**config.mk**
```make
export PLATFORM = sky130hd
export DESIGN_NAME = audio_delay_line
export DESIGN_NICKNAME = d
export VERILOG_FILES = /design/src/rtl/adl_pkg.sv /design/src/rtl/adl_control.sv /design/src/rtl/adl_datapath.sv /design/src/rtl/audio_delay_line.sv
export SDC_FILE = /design/constraint.sdc
export NUM_CORES = 1
export LEC_CHECK = 0
export BUFFER_PORTS_ARGS = -buffer_cell sky130_fd_sc_hd__buf_2
export CAP_MARGIN = 0
export CORE_AREA = 5 5 81 83
export CTS_CLUSTER_SIZE = 20
export DETAILED_ROUTE_END_ITERATION = 8
export DIE_AREA = 0 0 86 88
export GPL_TIMING_DRIVEN = 0
export MAX_ROUTING_LAYER = met4
export PLACE_DENSITY_LB_ADDON = 0.05
export SYNTH_ARGS = -nofsm -noshare
export SYNTH_HDL_FRONTEND = slang
export SYNTH_SLANG_ARGS = --single-unit
```
**constraint.sdc**
```tcl
create_clock -name clk -period 3.8 [get_ports clk]
set_input_delay 0.76 -clock clk [delete_from_list [all_inputs] [get_ports clk]]
set_output_delay 0.76 -clock clk [all_outputs]
set_load 0.005 [all_outputs]
```
**src/rtl/adl_pkg.sv**
```systemverilog
package adl_pkg;

  // Strobes from the sequencer to the datapath, one set per clock cycle.
  typedef struct packed {
    logic latchIn;    // capture sampleIn (tick accepted)
    logic rdCycle;    // drive a read of the delayed sample
    logic wrCycle;    // drive the write of the captured sample, take read data
    logic loadDelay;  // reload read counter from write counter minus delay
  } adl_strobes_t;

  typedef enum logic [1:0] {
    SEQ_IDLE = 2'd0,
    SEQ_READ = 2'd1,
    SEQ_WRITE = 2'd2
  } adl_seq_t;

endpackage

```
**src/rtl/adl_control.sv**
```systemverilog
module adl_control
  import adl_pkg::*;
(
  input  logic         clk,
  input  logic         rstN,
  input  logic         sampleTick,
  input  logic         delayLoad,
  output adl_strobes_t strobes
);

  adl_seq_t seqState;
  adl_seq_t seqNext;

  always_comb begin
    seqNext = seqState;
    unique case (seqState)
      SEQ_IDLE:  if (sampleTick) seqNext = SEQ_READ;
      SEQ_READ:  seqNext = SEQ_WRITE;
      SEQ_WRITE: seqNext = SEQ_IDLE;
      default:   seqNext = SEQ_IDLE;
    endcase
  end

  always_ff @(posedge clk) begin
    if (!rstN) seqState <= SEQ_IDLE;
    else       seqState <= seqNext;
  end

  always_comb begin
    strobes.latchIn   = (seqState == SEQ_IDLE) && sampleTick;
    strobes.loadDelay = (seqState == SEQ_IDLE) && delayLoad;
    strobes.rdCycle   = (seqState == SEQ_READ);
    strobes.wrCycle   = (seqState == SEQ_WRITE);
  end

endmodule

```
**src/rtl/adl_datapath.sv**
```systemverilog
module adl_datapath
  import adl_pkg::*;
#(
  parameter int DATA_W = 16,
  parameter int ADDR_W = 8,
  parameter int DLY_W  = 12
) (
  input  logic              clk,
  input  logic              rstN,
  input  adl_strobes_t      strobes,
  input  logic [DATA_W-1:0] sampleIn,
  input  logic [DLY_W-1:0]  delayValue,
  input  logic [DATA_W-1:0] memRdata,
  output logic [DATA_W-1:0] sampleOut,
  output logic              memEn,
  output logic              memWe,
  output logic [ADDR_W-1:0] memAddr,
  output logic [DATA_W-1:0] memWdata
);

  localparam int DEPTH = 1 << ADDR_W;
  localparam logic [ADDR_W-1:0] MAX_DLY = ADDR_W'(DEPTH - 1);

  logic [ADDR_W-1:0] wrPtr;
  logic [ADDR_W-1:0] rdPtr;
  logic [ADDR_W-1:0] dlyClamped;
  logic [DATA_W-1:0] inReg;
  logic [DATA_W-1:0] outReg;

  // Clamp only when the request field is wider than the address.
  generate
    if (DLY_W > ADDR_W) begin : g_clamp
      always_comb begin
        if (delayValue > DLY_W'(MAX_DLY)) dlyClamped = MAX_DLY;
        else                              dlyClamped = delayValue[ADDR_W-1:0];
      end
    end else begin : g_noclamp
      always_comb dlyClamped = ADDR_W'(delayValue);
    end
  endgenerate

  // Write counter: leads, steps once per processed sample.
  always_ff @(posedge clk) begin
    if (!rstN)                wrPtr <= '0;
    else if (strobes.wrCycle) wrPtr <= wrPtr + 1'b1;
  end

  // Read counter: loadable, trails the write counter by the delay.
  always_ff @(posedge clk) begin
    if (!rstN)                  rdPtr <= '0;
    else if (strobes.loadDelay) rdPtr <= wrPtr - dlyClamped;
    else if (strobes.wrCycle)   rdPtr <= rdPtr + 1'b1;
  end

  always_ff @(posedge clk) begin
    if (!rstN)                inReg <= '0;
    else if (strobes.latchIn) inReg <= sampleIn;
  end

  // Read data returns during the write cycle; keep it until the next one.
  always_ff @(posedge clk) begin
    if (!rstN)                outReg <= '0;
    else if (strobes.wrCycle) outReg <= memRdata;
  end

  always_comb begin
    memEn     = strobes.rdCycle | strobes.wrCycle;
    memWe     = strobes.wrCycle;
    memAddr   = strobes.wrCycle ? wrPtr : rdPtr;
    memWdata  = inReg;
    sampleOut = outReg;
  end

endmodule

```
**src/rtl/audio_delay_line.sv**
```systemverilog
module audio_delay_line
  import adl_pkg::*;
#(
  parameter int DATA_W = 16,
  parameter int ADDR_W = 8,
  parameter int DLY_W  = 12
) (
  input  logic              clk,
  input  logic              rstN,
  input  logic              sampleTick,
  input  logic [DATA_W-1:0] sampleIn,
  input  logic              delayLoad,
  input  logic [DLY_W-1:0]  delayValue,
  output logic [DATA_W-1:0] sampleOut,
  output logic              memEn,
  output logic              memWe,
  output logic [ADDR_W-1:0] memAddr,
  output logic [DATA_W-1:0] memWdata,
  input  logic [DATA_W-1:0] memRdata
);

  adl_strobes_t strobes;

  adl_control u_control (
    .clk       (clk),
    .rstN      (rstN),
    .sampleTick(sampleTick),
    .delayLoad (delayLoad),
    .strobes   (strobes)
  );

  adl_datapath #(
    .DATA_W(DATA_W),
    .ADDR_W(ADDR_W),
    .DLY_W (DLY_W)
  ) u_datapath (
    .clk       (clk),
    .rstN      (rstN),
    .strobes   (strobes),
    .sampleIn  (sampleIn),
    .delayValue(delayValue),
    .memRdata  (memRdata),
    .sampleOut (sampleOut),
    .memEn     (memEn),
    .memWe     (memWe),
    .memAddr   (memAddr),
    .memWdata  (memWdata)
  );

endmodule

```
# Yosys cells after proc, flatten, opt, wreduce, memory -nomap -nowiden
# Index checks and enable logic that the tools add are counted.
word_totals:
  ff_bits: 50
  out_inout_bits: 42
  input_bits: 48
  word_cells: 23
op_classes:
  reduce_logical: 4
  eq_ne: 3
  n_lt_le_gt_ge: 1
  n_mux: 6
  add_sub_neg: 3
  n_bitwise: 1
ops:
  columns: ["op", "n"]
  rows:
  - ["2-to-1 mux 8 bit", 4]
  - ["adder 8 x 1 -> 8 bit, second input constant", 2]
  - ["greater-than comparator 12 x 8 -> 1 bit, second input constant", 1]
  - ["subtractor 8 bit", 1]
  - ["one-hot mux 2 bit (2 select lines)", 1]
  - ["equality test 2 x 1 -> 1 bit, second input constant", 1]
  - ["equality test 2 bit, second input constant", 1]
  - ["logical AND 1 bit", 2]
  - ["zero test 2 bit", 1]
  - ["2-to-1 mux 2 bit", 1]
  - ["inequality test 2 bit, second input constant", 1]
  - ["nonzero test 2 bit", 1]
  - ["OR 1 bit", 1]

# Longest topological paths before layout
# Gate-level depths: netlist of run 1.
depth:
  ltp_word: 4
  ltp_mapped: 10
  mapped_depth_nobuf: 9

# Modules after synthesis
# A second synthesis of run 1 with hierarchy kept.
unflattened:
  hier_cells: 258
  area_unflattened_um2: 2408.6
modules_own_cells:
  columns: ["module", "instances", "cells_each", "area_each_um2", "seq_area_each_um2"]
  rows:
  - ["adl_datapath", 1, 249, 2306.0, 960.9]
  - ["adl_control", 1, 9, 102.6, 40.0]

# Worst setup path before layout of run 1
# Ideal clock, no wire load.
synth_timing:
  kind: "input port to flip-flop"
  from: "input port delayValue[11]"
  to: "register u_datapath.rdPtr[6]"
  path_buffers: 1
  t_required_ns: 3.720
  setup_time_ns: 0.080
  path_stages: 10
  t_arrival_ns: 2.953
  slack_ns: 0.767
  path_cell_list: "or4_4 -> buf_6 -> or2_2 -> ha_1 -> fa_1 -> nor2b_1 -> o31a_1 -> mux2i_1 -> a21oi_1 -> nor3b_1"
synth_via:
  elab_chain_cells: 4
synth_rtl:
  columns: ["item", "line", "source"]
  rows:
  - ["from (decl)", "audio_delay_line.sv:13", "input logic [DLY_W-1:0] delayValue,"]
  - ["greater-than comparator 12 x 8 -> 1 bit", "adl_datapath.sv:34", "if (delayValue > DLY_W'(MAX_DLY)) dlyClamped = MAX_DLY;"]
  - ["2-to-1 mux 8 bit", "adl_datapath.sv:34", null]
  - ["subtractor 8 bit", "adl_datapath.sv:51", "else if (strobes.loadDelay) rdPtr <= wrPtr - dlyClamped;"]
  - ["2-to-1 mux 8 bit", "adl_datapath.sv:51", null]
  - ["to (signal assigned)", "adl_datapath.sv:51", null]
  - ["to (signal assigned)", "adl_datapath.sv:52", "else if (strobes.wrCycle) rdPtr <= rdPtr + 1'b1;"]
  - ["to (decl)", "adl_datapath.sv:25", "logic [ADDR_W-1:0] rdPtr;"]
# No other way between the ends.
# A chain may end at the register's enable or synchronous reset.

# Worst setup path in the final report of run 1
# Ends and elaborated chain as after synthesis.

==> reports/results.ini, run 1 <==
[clock_tree]
htree_levels = 2
cts_resized = 0
cts_tree = built
post_cts_buffers = 0
cts.clk_slew.worst_paths_ns = 0.09
clock_path_buffers = 2
insertion_delay_ns = 0.30
cts_buffers = 5
cts.sinks = 50
ctsHoldBuffers = 0
cts-root-buf = clkbuf_8

[timing]
maxSlewHeadroom_pct = 71.91
setup_viol = 0
drv_slew = 0
finalCritPeriodShare_pct = 79.56
finalHoldViolCount = 0
fin_crit_ns = 3.023
fmax_ghz = 0.3308
final.setup.tns_ns = 0
setup_ws_ns = 0.7769
rsz0062_at_grt = no
skew_ns = 0.008291
worstMarginPinSlew_ns = 0.4213

[synth]
synth_top_family_by_area = simple AND/OR/NAND/NOR gates
synth_edf_count = 0
ys.flop_type = dfxtp_1
syn_inst = 278
yosysUniqueCellTypes = 36
synthAdderAreaFrac_pct = 7.221
ys_seq_area_share_pct = 39.56
syn_avg_cell_area_sq_um = 9.100
synthXorXnorAreaFrac_pct = 5.539
netlist.area_leader.share_pct = 39.56
syn_area_sq_um = 2530
ys_warn_count = 0
synth_simple_gate_area_share_pct = 21.71
synth_compound_gate_area_share_pct = 10.73
synth_nets = 340
synthMuxAreaShare_pct = 11.87
synth.top_cells.by_area = dfxtp_1, mux2i_1, nand2_1
postSynth.asyncResetShare_pct = 0
ys_seq_elements = 50
yosysTopAreaCell = dfxtp_1

[floorplan]
core_sq_um = 5781
initial_core_util_pct = 43.77
dieHeight_um = 88
io-pin-count = 90
fp.dieW_um = 86
rows = 28
dieArea_sq_um = 7568

[power_and_ir_drop]
peakVddDrop_mv = 0.2677
p_leak_nw = 1.486
power_density_nw_per_um2 = 409.7

[final_layout]
fill_cells = 583
final_nets = 435
layout.cells.most_common_list = buf_2, dfxtp_1, nand2_1
area_growth_pct = 26.76
final_common_cell = buf_2
multi_input_area_sq_um = 1444
seq_area_sq_um = 1001
antenna_cells = 0
post_route_cells_drive_above_1_share_pct = 30.21

[worst_setup_path]
cp.arrival_ns = 3.25
path_class = in2reg
crit_fanout = 8
required_ns = 4.02
cp-start-kind = input port
cp-end-kind = flip-flop

[detailed_routing]
dr.pass1.iters = 4
postRouteAntennaNets = 0
via_count = 2109
viasPerCell = 4.697
wl_per_cell_um = 12.61
drt_wl_total_um = 5663
drt-initial-drc-count = 74
drc = 0

[grt]
grt_pass1_vias = 2094
grt_max_degree = 16
track_usage_pct = 15.70
grt-ovfl-total = 0
antenna_found_initial = 0
grt_pass1_wl_um = 9363

[placed_design]
port-buffer-count = 88
place.gp.congestion = 0.8314
dp_hpwl_um = 4372
place_ws_ns = 0.4374

[hold_path]
hp-class = reg2reg

[status]
status = completed

[job]
max-cap-violations = 0

## worst paths after layout
check	from	endpoint	slack, ns	cells past startpoint
worst min register to register	u_datapath.memWdata[15]	u_datapath.memWdata[15]	0.46	2
worst max-delay path	delayValue[11]	u_datapath.rdPtr[6]	0.78	11
worst max register to register	u_datapath.wrPtr[0]	u_datapath.rdPtr[6]	1.76	8
worst min-delay path	u_datapath.memWdata[15]	u_datapath.memWdata[15]	0.46	2
## power breakdown
| part | internal, mW | switching [mW] | leakage [nW] |
|---|---|---|---|
| clock network | 0.281 | 0.173 | 0.0714 |
| registers | 0.568 | 0.0323 | 0.408 |
| logic | 0.130 | 0.129 | 1.01 |
| total | 0.979 | 0.335 | 1.49 |
## through the flow
| stage | total power [mW] | instance area (sq um) | hold WS, ns | util, % | instances |
|---|---|---|---|---|---|
| final | 1.314 | 3207 | 0.4637 | 55.48 | 449 |
| after detailed placement | 0.8762 | 3064 | 0.4561 | 53.01 | 441 |
| after floorplan | 0.7707 | 2530 | 0.4600 | - | 278 |
| after global placement | 0.8722 | 3064 | 0.4469 | 53.01 | 441 |
| after global routing | 1.397 | 3207 | 0.4890 | 55.48 | 449 |
| after CTS | 1.335 | 3207 | 0.4694 | 55.48 | 449 |
## synthesized netlist by cell type, types with 2 or more instances
library cell and number:
and2_1 8, xnor2_1 11, o211a_1 2, dfxtp_1 50, inv_1 5, clkbuf_1 8, nor2b_1 21, mux2_2 8
o21ai_0 7, nand4_1 7, buf_2 5, a21oi_1 7, and3_1 4, nand2_1 48, ha_1 13, or3_1 2
mux2i_1 21, a21boi_0 18, nor2_1 12, xor2_1 5
## sequential cells by signal (all words and copies together) (netlist names)
register              flops
u_datapath.memWdata      16
u_datapath.sampleOut     16
u_datapath.rdPtr          8
u_datapath.wrPtr          8
u_control.seqState        2
## per-layer routing
metal / share of wire, % / GRT usage [%] / vias up / wire [um]
met1: 47 / 19.77 / 937 / 2676
li1: - / - / 1120 / -
met5: 0 / - / - / 0
met4: 0.71 / 3.885 / 0 / 40
met3: 6.0 / 3.387 / 4 / 338
met2: 46 / 25.65 / 48 / 2608
## cell type report
class | count | share of cell area, %
Sequential cell | 50 | 31.21
Clock buffer | 6 | 2.575
Multi-Input combinational cell | 209 | 45.03
Clock inverter | 2 | 1.873
Timing Repair Buffer | 88 | 13.73
Tap cell | 75 | 2.926
Buffer | 14 | 2.068
Inverter | 5 | 0.5853
## worst max-delay path, cell delays in order
cell	delay, ns
buf_2	0.09
or4_4	0.52
buf_6	0.15
or2_2	0.27
ha_1	0.20
fa_1	0.38
nor2b_1	0.21
o31a_1	0.21
mux2i_1	0.20
a21oi_1	0.08
nor3b_1	0.17
## cell families after synthesis
kind of cell / Yosys count
muxes: 29
AOI/OAI and AO/OA: 40
and+or+nand+nor: 110
buffers and inverters: 19
DFF: 50
adders and majority gates: 14
xor gates and xnor gates: 16
Note: power is estimated with default switching activity, not from simulation.
==> inputs of run 2 (changes only) <==
clock period = 2.7 ns   (was 3.8 ns; I/O delays follow)
==> reports/results.ini, run 2 (same netlist as run 1, synthesis figures left out) <==
[detailed_routing]
drt_wl_total_um = 5659  ; about the same
drt-initial-drc-count = 47  ; -36%
viasPerCell = 4.756  ; +1.2%
via_count = 2140  ; +1.5%
wl_per_cell_um = 12.58  ; -0.29%
drc = 0  ; unchanged
dr.pass1.iters = 4  ; unchanged
postRouteAntennaNets = 0  ; unchanged

[clock_tree]
htree_levels = 2  ; unchanged
insertion_delay_ns = 0.29  ; about the same
ctsHoldBuffers = 0  ; unchanged
cts-root-buf = clkbuf_8
cts.clk_slew.worst_paths_ns = 0.08  ; about the same
cts_buffers = 5  ; unchanged
clock_path_buffers = 2  ; unchanged
cts_tree = built
cts.sinks = 50  ; unchanged

[floorplan]
rows = 28  ; unchanged
dieArea_sq_um = 7568  ; unchanged
dieHeight_um = 88  ; unchanged
fp.dieW_um = 86  ; unchanged
io-pin-count = 90  ; unchanged
initial_core_util_pct = 43.77  ; unchanged
core_sq_um = 5781  ; unchanged

[final_layout]
layout.cells.most_common_list = buf_2, dfxtp_1, nand2_1
antenna_cells = 0  ; unchanged
finalNonFillerCells = 450  ; +0.22%
final_common_cell = buf_2
area_growth_pct = 27.00
post_route_cells_drive_above_1_share_pct = 31.20  ; +0.99 points
final_nets = 437  ; +0.46%

[power_and_ir_drop]
peakVddDrop_mv = 0.3091  ; +15%
clkPwrFrac_pct = 30.3  ; -4.3 points
internal_power_mw = 1.283  ; +31%
power_density_nw_per_um2 = 542.2  ; +32%
power_frac_comb_pct = 21.2  ; +1.5 points
switching_power_mw = 0.4592  ; +37%
swShare_pct = 26.36  ; +0.89 points
seqPwrFrac_pct = 48.5  ; +2.8 points
p_leak_nw = 1.484  ; -0.14%

[worst_setup_path]
path_class = in2reg
crit_family = simple AND/OR/NAND/NOR gates
cp.arrival_ns = 2.76  ; -0.49 ns
max_stage_delay_ns = 0.55  ; +0.03 ns
crit_fanout = 4  ; -4
cp_cell_sequence = buf_2 > or4_4 > or2_4 > ha_4 > fa_2 > nor2b_4 > o31a_1 > mux2i_1 > a21oi_1 > nor3b_1
r2r-start = u_datapath.wrPtr[0]
cp-end-kind = flip-flop
cp-start-kind = input port
required_ns = 2.91  ; -1.11 ns
setup.worst_path.start = delayValue[8]
slowest_stage = or4_4
crit_buf_inv = 1  ; -1

[grt]
grt-ovfl-total = 0  ; unchanged
grt_pass1_vias = 2166  ; +3.4%
grt_max_degree = 15  ; -1
met1_usage_pct = 19.21  ; -0.56 points
grt_busiest_layer = met2
track_usage_pct = 16.31  ; +0.61 points
met3_usage_pct = 3.669  ; +0.28 points
met2_usage_pct = 27.47  ; +1.8 points
grt_pass1_wl_um = 9577  ; +2.3%
antenna_found_initial = 0  ; unchanged

[timing]
setup_viol = 0  ; unchanged
drv_slew = 0  ; unchanged
fin_crit_ns = 2.550
rsz0062_at_grt = no
worstMarginPinSlew_ns = 0.4265  ; +0.005182 ns
maxSlewHeadroom_pct = 71.57  ; -0.35 points
fmax_ghz = 0.3922
finalCritPeriodShare_pct = 94.44
timing.hold.ws_ns = 0.4619  ; -0.001810 ns
skew_ns = 0.005192  ; -0.003099 ns
final.setup.tns_ns = 0  ; unchanged
setup_ws_ns = 0.1500  ; -0.6269 ns
finalHoldViolCount = 0  ; unchanged

[placed_design]
place.gp.congestion = 0.7507  ; -9.7%
dp_hpwl_um = 4421  ; +1.1%
place_ws_ns = -0.3208  ; -0.7582 ns
port-buffer-count = 88  ; unchanged
dp_cells = 441  ; unchanged

[status]
status = completed

[hold_path]
hp-class = reg2reg
hp-start = u_datapath.memWdata[1]

[job]
max-cap-violations = 0  ; unchanged

[run 2: cell type report]
cell class | instances | area (sq um)
Clock inverter | 1 | 30.03
Inverter | 5 | 18.77
Clock buffer | 6 | 82.58
Timing Repair Buffer | 91 | 462.9
Sequential cell | 50 | 1001
Fill cell | 562 | 2567
Tap cell | 75 | 93.84
Buffer | 13 | 55.05
Multi-Input combinational cell | 209 | 1469
[run 2: timing repair]
| item | 4_1_cts | 5_1_grt |
|---|---|---|
| resized for setup | 0 | 1 |
| setup buffers | 0 | 3 |
| setup endpoints to repair | 1 | 1 |
| pin swaps | 1 | 4 |
[run 2: worst reg2reg max path: cells and delay by family (launching register included)]
| family | cells | cell delay [ns] |
|---|---|---|
| AOI/OAI and AO/OA | 2 | 0.27 |
| adders and majority gates | 2 | 0.53 |
| buffers and inverters | 1 | 0.11 |
| DFF | 1 | 0.43 |
| muxes | 1 | 0.19 |
| and+or+nand+nor | 2 | 0.34 |
[run 2: power by group through the flow]
| stage | Combinational, mW | Sequential (mW) | Clock (mW) |
|---|---|---|---|
| after floorplan | 0.230 | 0.858 | 0 |
| after global placement | 0.370 | 0.861 | 0 |
| after detailed placement | 0.378 | 0.862 | 0 |
| after CTS | 0.380 | 0.846 | 0.551 |
| after global routing | 0.425 | 0.856 | 0.581 |
| final | 0.369 | 0.845 | 0.528 |
[run 2: final timing paths]
| path | depth (start not counted) | to | slack, ns |
|---|---|---|---|
| max | 10 | u_datapath.rdPtr[6] | 0.15 |
| min | 2 | u_datapath.memWdata[1] | 0.46 |
| max reg2reg | 8 | u_datapath.rdPtr[6] | 0.75 |
| min reg2reg | 2 | u_datapath.memWdata[1] | 0.46 |
[run 2: per-layer routing]
| metal | part of all wire (%) | vias up |
|---|---|---|
| li1 | - | 1123 |
| met1 | 46 | 960 |
| met2 | 47 | 53 |
| met3 | 5.6 | 4 |
| met4 | 1.2 | 0 |
| met5 | 0 | - |
[run 2: metrics by stage]
step	instance area, sq um	util, %	total power [mW]
3_5_place_dp	3084	53.36	1.240
3_3_place_gp	3084	53.36	1.231
6_report	3213	55.58	1.742
4_1_cts	3197	55.30	1.777
2_1_floorplan	2550	-	1.088
5_1_grt	3213	55.58	1.863
==> inputs of run 3 (changes only) <==
CTS_BUF_LIST = sky130_fd_sc_hd__clkbuf_8   (was default)
HOLD_SLACK_MARGIN = 0.1   (was default)
PLACE_DENSITY = 0.75   (was default)
PLACE_DENSITY_LB_ADDON = default   (was 0.05)
==> reports/results.ini, run 3 (same netlist as run 1, synthesis figures left out) <==
[grt]
antenna_found_initial = 0  ; unchanged
grt_pass1_vias = 2196  ; +1.4%
grt_max_degree = 16  ; +1
grt_pass1_wl_um = 9756  ; +1.9%
grt-ovfl-total = 0  ; unchanged
track_usage_pct = 16.53  ; +0.22 points

[final_layout]
final_common_cell = buf_2
antenna_cells = 0  ; unchanged
final_nets = 436  ; -0.23%
layout.cells.most_common_list = buf_2, dfxtp_1, nand2_1
multi_input_area_sq_um = 1469  ; unchanged
area_growth_pct = 26.01
final_util_pct = 55.15  ; -0.43 points
post_route_cells_drive_above_1_share_pct = 31.20  ; unchanged
seq_area_sq_um = 1001  ; unchanged
final_area_sq_um = 3188  ; -0.78%
fill_cells = 567  ; +0.89%

[floorplan]
io-pin-count = 90  ; unchanged
dieArea_sq_um = 7568  ; unchanged
dieHeight_um = 88  ; unchanged
core_sq_um = 5781  ; unchanged
fp.dieW_um = 86  ; unchanged
rows = 28  ; unchanged
initial_core_util_pct = 43.77  ; unchanged

[clock_tree]
cts_tree = built
cts_buffers = 5  ; unchanged
htree_levels = 2  ; unchanged
cts-root-buf = clkbuf_8
insertion_delay_ns = 0.30  ; about the same
cts.clk_slew.worst_paths_ns = 0.09  ; about the same
clock_path_buffers = 2  ; unchanged
cts.sinks = 50  ; unchanged

[worst_setup_path]
slowest_stage = or4_4
r2r-start = u_datapath.wrPtr[0]
cp-start-kind = input port
required_ns = 2.93  ; +0.02 ns
crit_buf_inv = 1  ; unchanged
crit_fanout = 8  ; +4
crit_family = simple AND/OR/NAND/NOR gates
max_stage_delay_ns = 0.60  ; +0.05 ns
cp.arrival_ns = 2.80  ; +0.04 ns
cp_cell_sequence = buf_2 > or4_4 > or2_4 > ha_4 > fa_2 > nor2b_4 > o31a_1 > mux2i_1 > a21oi_1 > nor3b_1
path_class = in2reg
cp-end-kind = flip-flop
setup.worst_path.start = delayValue[11]

[timing]
rsz0062_at_grt = no
finalCritPeriodShare_pct = 95.07  ; +0.63 points
skew_ns = 0.002357  ; -0.002835 ns
setup_ws_ns = 0.1331  ; -0.01695 ns
fin_crit_ns = 2.567  ; +0.01695 ns
maxSlewHeadroom_pct = 70.52  ; -1.1 points
fmax_ghz = 0.3896  ; -0.66%
worstMarginPinSlew_ns = 0.4423  ; +0.01577 ns
setup_viol = 0  ; unchanged
timing.hold.ws_ns = 0.4701  ; +0.008196 ns
finalHoldViolCount = 0  ; unchanged
drv_slew = 0  ; unchanged

[placed_design]
port-buffer-count = 88  ; unchanged
dp_hpwl_um = 4580  ; +3.6%
place_ws_ns = -0.2930  ; +0.02782 ns
placed_area_sq_um = 3084  ; unchanged
place.gp.congestion = 0.7652  ; +1.9%

[detailed_routing]
postRouteAntennaNets = 0  ; unchanged
drt-initial-drc-count = 69  ; +47%
wl_per_cell_um = 12.99  ; +3.3%
via_count = 2192  ; +2.4%
dr.pass1.iters = 4  ; unchanged
viasPerCell = 4.871  ; +2.4%
drc = 0  ; unchanged
drt_wl_total_um = 5844  ; +3.3%

[status]
status = completed

[power_and_ir_drop]
p_leak_nw = 1.471  ; -0.88%
peakVddDrop_mv = 0.3790  ; +23%
power_density_nw_per_um2 = 524.1  ; -3.3%
finalPower_mw = 1.671  ; -4.1%

[hold_path]
hp-start = u_datapath.memWdata[10]
hp-class = reg2reg

[job]
max-cap-violations = 0  ; unchanged

[run 3: cell type report]
class	count	area share, %
multi-input combinational	209	46.08
clock inverter	2	0.3925
tap	75	2.943
timing repair buffer	90	14.29
sequential	50	31.40
clock buffer	6	2.590
buffer	13	1.727
inverter	5	0.5887
[run 3: per-stage QoR]
| stage | std cells | TNS, ns |
|---|---|---|
| floorplan | 278 | -0.03681 |
| global placement | 441 | -0.3337 |
| detailed placement | 441 | -0.4505 |
| CTS | 449 | 0 |
| global route | 450 | 0 |
| finish | 450 | 0 |
[run 3: power breakdown]
| group | total, mW | internal [mW] | switching (mW) |
|---|---|---|---|
| clock network | 0.457 | 0.206 | 0.250 |
| registers | 0.845 | 0.800 | 0.0457 |
| logic | 0.369 | 0.185 | 0.184 |
| total | 1.67 | 1.19 | 0.480 |
[run 3: final timing paths]
check / endpoint / slack [ns] / depth (start not counted)
worst min-delay path: u_datapath.memWdata[10] / 0.47 / 2
worst max-delay path: u_datapath.rdPtr[6] / 0.13 / 10
worst min register to register: u_datapath.memWdata[10] / 0.47 / 2
worst max register to register: u_datapath.rdPtr[6] / 0.77 / 8
[run 3: worst reg2reg max path: cells and delay by family, from the launching register on]
family,cells,cell delay (ns)
mux,1,0.21
fa+ha+maj,2,0.52
flops,1,0.44
compound gates,2,0.26
buf+inv,1,0.11
simple gates,2,0.31
[run 3: layer usage]
layer	vias to the layer above	track usage, %	wire length, um
met3	7	2.728	288
met4	0	5.899	88
met5	-	-	0
met1	1011	18.74	2549
met2	49	29.29	2917
li1	1125	-	-
[run 3: repair_timing]
item,4_1_cts,5_1_grt
setup endpoints to repair,0,1
hold buffers,0,0
resized for setup,0,1
setup buffers,0,2
